## src/rtl/rs_pkg.sv

```systemverilog
package rs_pkg;
  typedef enum logic [2:0] {
    S_OFF    = 3'd0,
    S_UP     = 3'd1,
    S_ON     = 3'd2,
    S_DN     = 3'd3,
    S_SET_DN = 3'd4,
    S_SET_UP = 3'd5
  } seq_state_e;
endpackage

```

## src/rtl/rs_en_sync.sv

```systemverilog
module rs_en_sync (
  input  logic clk,
  input  logic rst,
  input  logic async_i,
  output logic level_o,
  output logic rise_o,
  output logic fall_o
);
  logic meta_q, sync_q, prev_q;

  always_ff @(posedge clk) begin
    if (rst) begin
      meta_q <= 1'b0;
      sync_q <= 1'b0;
      prev_q <= 1'b0;
    end else begin
      meta_q <= async_i;
      sync_q <= meta_q;
      prev_q <= sync_q;
    end
  end

  assign level_o = sync_q;
  assign rise_o  = sync_q & ~prev_q;
  assign fall_o  = ~sync_q & prev_q;
endmodule

```

## src/rtl/rs_tick_gen.sv

```systemverilog
module rs_tick_gen #(
  parameter int TICK_DIV = 5000
) (
  input  logic clk,
  input  logic rst,
  output logic tick_o
);
  localparam int PW = (TICK_DIV > 1) ? $clog2(TICK_DIV) : 1;
  localparam logic [PW-1:0] LAST = PW'(TICK_DIV - 1);

  logic [PW-1:0] pre_q;

  always_ff @(posedge clk) begin
    if (rst)          pre_q <= '0;
    else if (tick_o)  pre_q <= '0;
    else              pre_q <= pre_q + 1'b1;
  end

  assign tick_o = (pre_q == LAST);

  generate
    if (TICK_DIV > 1) begin : g_spacing
      // ticks never arrive on two consecutive cycles
      p_tick_spacing_r9: assert property (@(posedge clk) disable iff (rst)
        tick_o |=> !tick_o);
    end
  endgenerate
endmodule

```

## src/rtl/rs_step_timer.sv

```systemverilog
module rs_step_timer #(
  parameter int CNT_W = 16
) (
  input  logic             clk,
  input  logic             rst,
  input  logic             tick_i,
  input  logic             load_i,
  input  logic [CNT_W-1:0] load_val_i,
  output logic             done_o
);
  logic [CNT_W-1:0] cnt_q;

  always_ff @(posedge clk) begin
    if (rst)                         cnt_q <= '0;
    else if (load_i)                 cnt_q <= load_val_i;
    else if (tick_i && cnt_q != '0)  cnt_q <= cnt_q - 1'b1;
  end

  assign done_o = tick_i && (cnt_q == CNT_W'(1));

  // without a load the count only holds or moves down
  p_cnt_down_only_r9: assert property (@(posedge clk) disable iff (rst)
    !load_i |=> (cnt_q <= $past(cnt_q)));
endmodule

```

## src/rtl/rail_sequencer.sv

```systemverilog
module rail_sequencer #(
  parameter int TICK_DIV  = 5000,
  parameter int T_UP1     = 100,
  parameter int T_UP2     = 100,
  parameter int T_UP3     = 100,
  parameter int T_DN1     = 100,
  parameter int T_DN2     = 100,
  parameter int T_DN3     = 100,
  parameter int T_REFRESH = 4,
  parameter int T_SETTLE  = 1200,
  parameter int CNT_W     = 16
) (
  input  logic       clk,
  input  logic       rst,
  input  logic       en_i,
  output logic [2:0] rail_ok_o
);
  import rs_pkg::*;

  localparam logic [1:0] LAST_STEP = 2'd2;
  localparam logic [CNT_W-1:0] SETTLE_D = CNT_W'(T_SETTLE);

  logic en_s, en_rise, en_fall, tick, done;
  logic ld;
  logic [CNT_W-1:0] ld_val;

  seq_state_e st_q, st_n;
  logic [1:0] step_q, step_n;
  logic [2:0] flags_q, flags_n;

  function automatic logic [CNT_W-1:0] up_delay(input logic [1:0] s);
    case (s)
      2'd0:    up_delay = CNT_W'(T_UP1 + T_REFRESH);
      2'd1:    up_delay = CNT_W'(T_UP2);
      default: up_delay = CNT_W'(T_UP3);
    endcase
  endfunction

  function automatic logic [CNT_W-1:0] dn_delay(input logic [1:0] s);
    case (s)
      2'd0:    dn_delay = CNT_W'(T_DN1 + T_REFRESH);
      2'd1:    dn_delay = CNT_W'(T_DN2);
      default: dn_delay = CNT_W'(T_DN3);
    endcase
  endfunction

  rs_en_sync u_sync (
    .clk     (clk),
    .rst     (rst),
    .async_i (en_i),
    .level_o (en_s),
    .rise_o  (en_rise),
    .fall_o  (en_fall)
  );

  rs_tick_gen #(.TICK_DIV(TICK_DIV)) u_tick (
    .clk    (clk),
    .rst    (rst),
    .tick_o (tick)
  );

  rs_step_timer #(.CNT_W(CNT_W)) u_timer (
    .clk        (clk),
    .rst        (rst),
    .tick_i     (tick),
    .load_i     (ld),
    .load_val_i (ld_val),
    .done_o     (done)
  );

  always_comb begin
    st_n    = st_q;
    step_n  = step_q;
    flags_n = flags_q;
    ld      = 1'b0;
    ld_val  = SETTLE_D;
    case (st_q)
      S_OFF: begin
        if (en_rise) begin
          st_n = S_UP; step_n = 2'd0; ld = 1'b1; ld_val = up_delay(2'd0);
        end
      end
      S_UP: begin
        if (en_fall && step_q == 2'd0) begin
          st_n = S_OFF; step_n = 2'd0;
        end else if (en_fall) begin
          ld = 1'b1; ld_val = up_delay(step_q);
        end else if (done) begin
          flags_n[step_q] = 1'b1;
          if (step_q != LAST_STEP) begin
            step_n = step_q + 2'd1; ld = 1'b1; ld_val = up_delay(step_q + 2'd1);
          end else if (!en_s) begin
            st_n = S_SET_DN; step_n = 2'd0; ld = 1'b1; ld_val = SETTLE_D;
          end else begin
            st_n = S_ON; step_n = 2'd0;
          end
        end
      end
      S_ON: begin
        if (en_fall) begin
          st_n = S_DN; step_n = 2'd0; ld = 1'b1; ld_val = dn_delay(2'd0);
        end
      end
      S_DN: begin
        if (en_rise && step_q == 2'd0) begin
          st_n = S_ON; step_n = 2'd0;
        end else if (en_rise) begin
          ld = 1'b1; ld_val = dn_delay(step_q);
        end else if (done) begin
          flags_n[LAST_STEP - step_q] = 1'b0;
          if (step_q != LAST_STEP) begin
            step_n = step_q + 2'd1; ld = 1'b1; ld_val = dn_delay(step_q + 2'd1);
          end else if (en_s) begin
            st_n = S_SET_UP; step_n = 2'd0; ld = 1'b1; ld_val = SETTLE_D;
          end else begin
            st_n = S_OFF; step_n = 2'd0;
          end
        end
      end
      S_SET_DN: begin
        if (done) begin
          if (!en_s) begin
            st_n = S_DN; step_n = 2'd0; ld = 1'b1; ld_val = dn_delay(2'd0);
          end else begin
            st_n = S_ON;
          end
        end
      end
      S_SET_UP: begin
        if (done) begin
          if (en_s) begin
            st_n = S_UP; step_n = 2'd0; ld = 1'b1; ld_val = up_delay(2'd0);
          end else begin
            st_n = S_OFF;
          end
        end
      end
      default: begin
        st_n = S_OFF; step_n = 2'd0; flags_n = '0;
      end
    endcase
  end

  always_ff @(posedge clk) begin
    if (rst) begin
      st_q    <= S_OFF;
      step_q  <= 2'd0;
      flags_q <= '0;
    end else begin
      st_q    <= st_n;
      step_q  <= step_n;
      flags_q <= flags_n;
    end
  end

  assign rail_ok_o = flags_q;

  // thermometer form
  p_thermo_r4: assert property (@(posedge clk) disable iff (rst)
    (!flags_q[2] || flags_q[1]) && (!flags_q[1] || flags_q[0]));
  // one flag change per cycle at most
  p_one_change_r4: assert property (@(posedge clk) disable iff (rst)
    $countones(flags_q ^ $past(flags_q)) <= 1);
  // rises only while powering up
  p_rise_in_up_r4: assert property (@(posedge clk) disable iff (rst)
    (|(flags_q & ~$past(flags_q))) |-> ($past(st_q) == S_UP));
  // falls only while powering down
  p_fall_in_dn_r4: assert property (@(posedge clk) disable iff (rst)
    (|(~flags_q & $past(flags_q))) |-> ($past(st_q) == S_DN));
  // first-step abort lands in the stable state it left
  p_abort_up_r5: assert property (@(posedge clk) disable iff (rst)
    (st_q == S_UP && step_q == 2'd0 && en_fall) |=> (st_q == S_OFF && flags_q == 3'b000));
  p_abort_dn_r5: assert property (@(posedge clk) disable iff (rst)
    (st_q == S_DN && step_q == 2'd0 && en_rise) |=> (st_q == S_ON && flags_q == 3'b111));
  // settle before power-down holds all rails on
  p_settle_dn_r7: assert property (@(posedge clk) disable iff (rst)
    (st_q == S_SET_DN) |-> (flags_q == 3'b111));
  // settle before power-up holds all rails off
  p_settle_up_r8: assert property (@(posedge clk) disable iff (rst)
    (st_q == S_SET_UP) |-> (flags_q == 3'b000));
endmodule

```

## config.mk

```make
export PLATFORM = sky130hd
export DESIGN_NAME = rail_sequencer
export DESIGN_NICKNAME = d
export VERILOG_FILES = /design/src/rtl/rs_pkg.sv /design/src/rtl/rs_en_sync.sv /design/src/rtl/rs_tick_gen.sv /design/src/rtl/rs_step_timer.sv /design/src/rtl/rail_sequencer.sv
export SDC_FILE = /design/constraint.sdc
export NUM_CORES = 1
export LEC_CHECK = 0
export BUFFER_PORTS_ARGS = -buffer_cell sky130_fd_sc_hd__buf_2
export CORE_UTILIZATION = 45
export DETAILED_ROUTE_END_ITERATION = 8
export HOLD_SLACK_MARGIN = 0.05
export PLACE_DENSITY = 0.61
export SYNTH_ARGS = -nofsm -noshare
export SYNTH_HDL_FRONTEND = slang
export SYNTH_SLANG_ARGS = --single-unit
```

## constraint.sdc

```tcl
create_clock -name clk -period 2 [get_ports clk]
set_input_delay 0.1 -clock clk [delete_from_list [all_inputs] [get_ports clk]]
set_output_delay 0.1 -clock clk [all_outputs]
set_load 0.005 [all_outputs]
```

==> results.tsv <==
stage	metric	value	unit
yosys	synth_seq_area_share	32.4	%
critical_path	path_max_fanout	5	
route	ant_nets	0	
placement	dp_hpwl	4.83	mm
sta	slew_viol_final	0	
sta	max_slew.worst_pin.slew	453	ps
power_and_ir_drop	p_leak	1.24	nW
power_and_ir_drop	pwr-share-seq	34.8	%
run_status	status	complete, but fails checks	
worst_hold_path	min_path_cells	2	
power_and_ir_drop	netSwitchingFraction	37.5	%
yosys	synth_cells	304	
clock_network	path_clk_slew	80	ps
yosys	syn_avg_cell_area	8.13	sq um
sta	rsz0062_at_grt	yes	
clock_network	cts_made_buffers	5	
global_routing	grt_max_degree	22	
final_layout	drive_gt1_share	33.2	%
sta	max_freq	493	MHz
route	drtIter0Drc	180	
global_routing	grt_antenna_before_repair	0	
worst_hold_path	min_to	u_sync.prev_q$_SDFF_PP0_	
clock_network	h-tree-depth	2	
global_routing	gr-total-overflow	0	
power_and_ir_drop	power_frac_clock	20.9	%
clock_network	insertion_delay	290	ps
worst_hold_path	hp-start	rst	
yosys	synth_edf_count	0	
worst_hold_path	hold_path_class	input port to flip-flop	
final_layout	final_nets	377	
clock_network	cts_root_buffer	clkbuf_8	
critical_path	worstSetupPathType	flip-flop to flip-flop	
yosys	synth_ff_type	dfxtp_1	
power_and_ir_drop	combPwrFrac	44.4	%
floorplan	die-area	5790	sq um
sta	post-route-period-util	101	%
yosys	synthDistinctLibCells	64	
route	routed_wl	6.66	mm
clock_network	cts_buffer_depth	2	
yosys	yosysWarnings	0	
placement	place_congestion	0.910	
critical_path	end_kind	flip-flop	
sta	fin_crit	2030	ps
floorplan	chipWidth	76.1	um
power_and_ir_drop	power_density	823	nW/um^2
sta	skew	5.26	ps
yosys	synthArstFlopShare	0	%
yosys	ys_ff_latch	40	
route	wl_per_cell	15.1	um
route	detail_route.first_pass.iterations	5	
critical_path	worstRegToRegCells	7	
floorplan	num_rows	26	
sta	finalHoldViolCount	0	
critical_path	timing.rr.start	u_timer.cnt_q[11]$_SDFFE_PP0P_	
global_routing	grt_pass1_vias	2314	
global_routing	grt_pass1_wl	11.1	mm
critical_path	cp-start-kind	flip-flop	
clock_network	cts_tree	done	
flow_run	maxCapViolCount	0	
yosys	syn_area	2470	sq um
critical_path	r2r-end	u_timer.cnt_q[5]$_SDFFE_PP0P_	
sta	worst_slack	-28.8	ps
critical_path	cp.arrival	2190	ps
final_layout	post-route-util	62.5	%
power_and_ir_drop	p_sw	0.00100	W
yosys	synthesis.nets	311	
floorplan	core	5200	sq um
clock_network	cts.sink_count	40	
final_layout	area_delta_synth_final	31.7	%
sta	fin_setup_tns	-41.6	ps
placement	portBuffers	5	
power_and_ir_drop	total_power	0.00268	W
route	vias	2468	
global_routing	grt_use_total	24.0	%
run_status	violations	negative setup slack	
placement	dp_slack	-158	ps
route	via_per_inst	5.60	
sta	relSlewSlack	69.8	%
power_and_ir_drop	ir_worst_vdd	465	uV
floorplan	io_pins	6	
route	drc_errors	0	
final_layout	diodes	0	
power_and_ir_drop	p_int	0.00168	W
sta	setup_viol	3	
critical_path	regToRegSetupSlack	-30	ps
critical_path	cp.required	2160	ps
floorplan	fp.dieH	76.1	um
floorplan	initial_utilization	47.5	%
[per-stage QoR]
stage	instance area, sq um	hold WS (ps)	std cells
after floorplan	2470	228	304
after global placement	2990	333	424
after detailed placement	2990	323	424
after CTS	3110	199	433
after global routing	3260	220	441
final	3260	219	441
[per-layer routing]
metal / up-vias / share of wire, % / global-route usage [%]
li1: 1234 / - / -
met4: 0 / 1.2 / 9.04
met3: 7 / 5.2 / 5.87
met1: 1157 / 47 / 32.6
met5: - / 0 / 0
met2: 70 / 46 / 36.5
[area by class of cell]
| cell class | count | area (sq um) |
|---|---|---|
| timing repair buffer | 76 | 581 |
| multi-input combinational | 240 | 1660 |
| clock inverter | 2 | 10.0 |
| sequential | 40 | 812 |
| tap | 70 | 87.6 |
| fill | 472 | 1950 |
| clock buffer | 6 | 82.6 |
| inverter | 7 | 26.3 |
[how the worst max path moves through the flow]
| stage | from | endpoint |
|---|---|---|
| global placement | u_sync.level_o$_SDFF_PP0_ | u_timer.cnt_q[6]$_SDFFE_PP0P_ |
| floorplan | u_tick.pre_q[0]$_SDFF_PP0_ | u_timer.cnt_q[9]$_SDFFE_PP0P_ |
| finish | u_timer.cnt_q[11]$_SDFFE_PP0P_ | u_timer.cnt_q[5]$_SDFFE_PP0P_ |
| CTS | u_timer.cnt_q[11]$_SDFFE_PP0P_ | u_timer.cnt_q[2]$_SDFFE_PP0P_ |
| global route | u_timer.cnt_q[11]$_SDFFE_PP0P_ | u_timer.cnt_q[3]$_SDFFE_PP0P_ |
| detailed placement | u_tick.pre_q[1]$_SDFF_PP0_ | u_timer.cnt_q[6]$_SDFFE_PP0P_ |
[state kept, by name, indices dropped and copies added (netlist names)]
register	flops
st_q	3
u_tick.pre_q	13
u_sync.level_o	1
rail_ok_o	3
u_timer.cnt_q	16
u_sync.prev_q	1
u_sync.meta_q	1
step_q	2
[Yosys cell counts, drive strengths merged (9+ instances only)]
cell | instances | area share (%)
nor2 | 38 | 5.8
clkbuf | 11 | 1.7
xnor2 | 12 | 4.3
nand3 | 9 | 2.2
nor2b | 9 | 2.3
nor4 | 9 | 3.9
o21ai | 13 | 2.6
dfxtp | 40 | 32
nand2 | 18 | 2.7
nor3 | 11 | 2.7
xor2 | 11 | 3.9
a21oi | 27 | 5.6
[critical path: stages, from the launching register on]
cell and delay [ps]:
dfxtp_1 340, or4_4 570, nor3b_4 310, a2111o_1 260, buf_4 170, nor4_4 40, xnor2_1 130, a21oi_1 80
[kinds of logic after synthesis]
family	after synthesis	synth area share, %
adders and majority gates	4	2.03
AOI/OAI and AO/OA	74	19.3
and+or+nand+nor	138	33.5
DFF	40	32.4
xor gates and xnor gates	23	8.15
muxes	1	0.405
buffers and inverters	24	4.15
[placed cells by master (no fill, tap or decap), drive strengths merged, types with 7 or more instances in the layout]
| cell type | count |
|---|---|
| nand4 | 7 |
| nor2b | 9 |
| xor2 | 11 |
| nand2 | 18 |
| dfxtp | 40 |
| nor4 | 9 |
| a21oi | 27 |
| buf | 75 |
| o21ai | 13 |
| nor2 | 38 |
| nand3 | 9 |
| nor3 | 11 |
| nor3b | 7 |
| xnor2 | 12 |
[power by group through the flow]
stage	logic, W	clock network (W)	registers, W
global placement	0.00104	0	0.000943
CTS	0.00109	0.000580	0.000929
detailed placement	0.00106	0	0.000943
floorplan	0.000665	0	0.000946
global route	0.00127	0.000618	0.000940
finish	0.00119	0.000559	0.000931
[what timing repair did]
action | in CTS | in global routing
hold buffers | 1 | 0
gates resized for setup | 6 | 27
hold endpoints to repair | 1 | 0
setup buffers | 0 | 8
endpoints found under the setup margin | 15 | 23
pin swaps | 0 | 9
No activity file was read; power rests on OpenSTA's default activity.
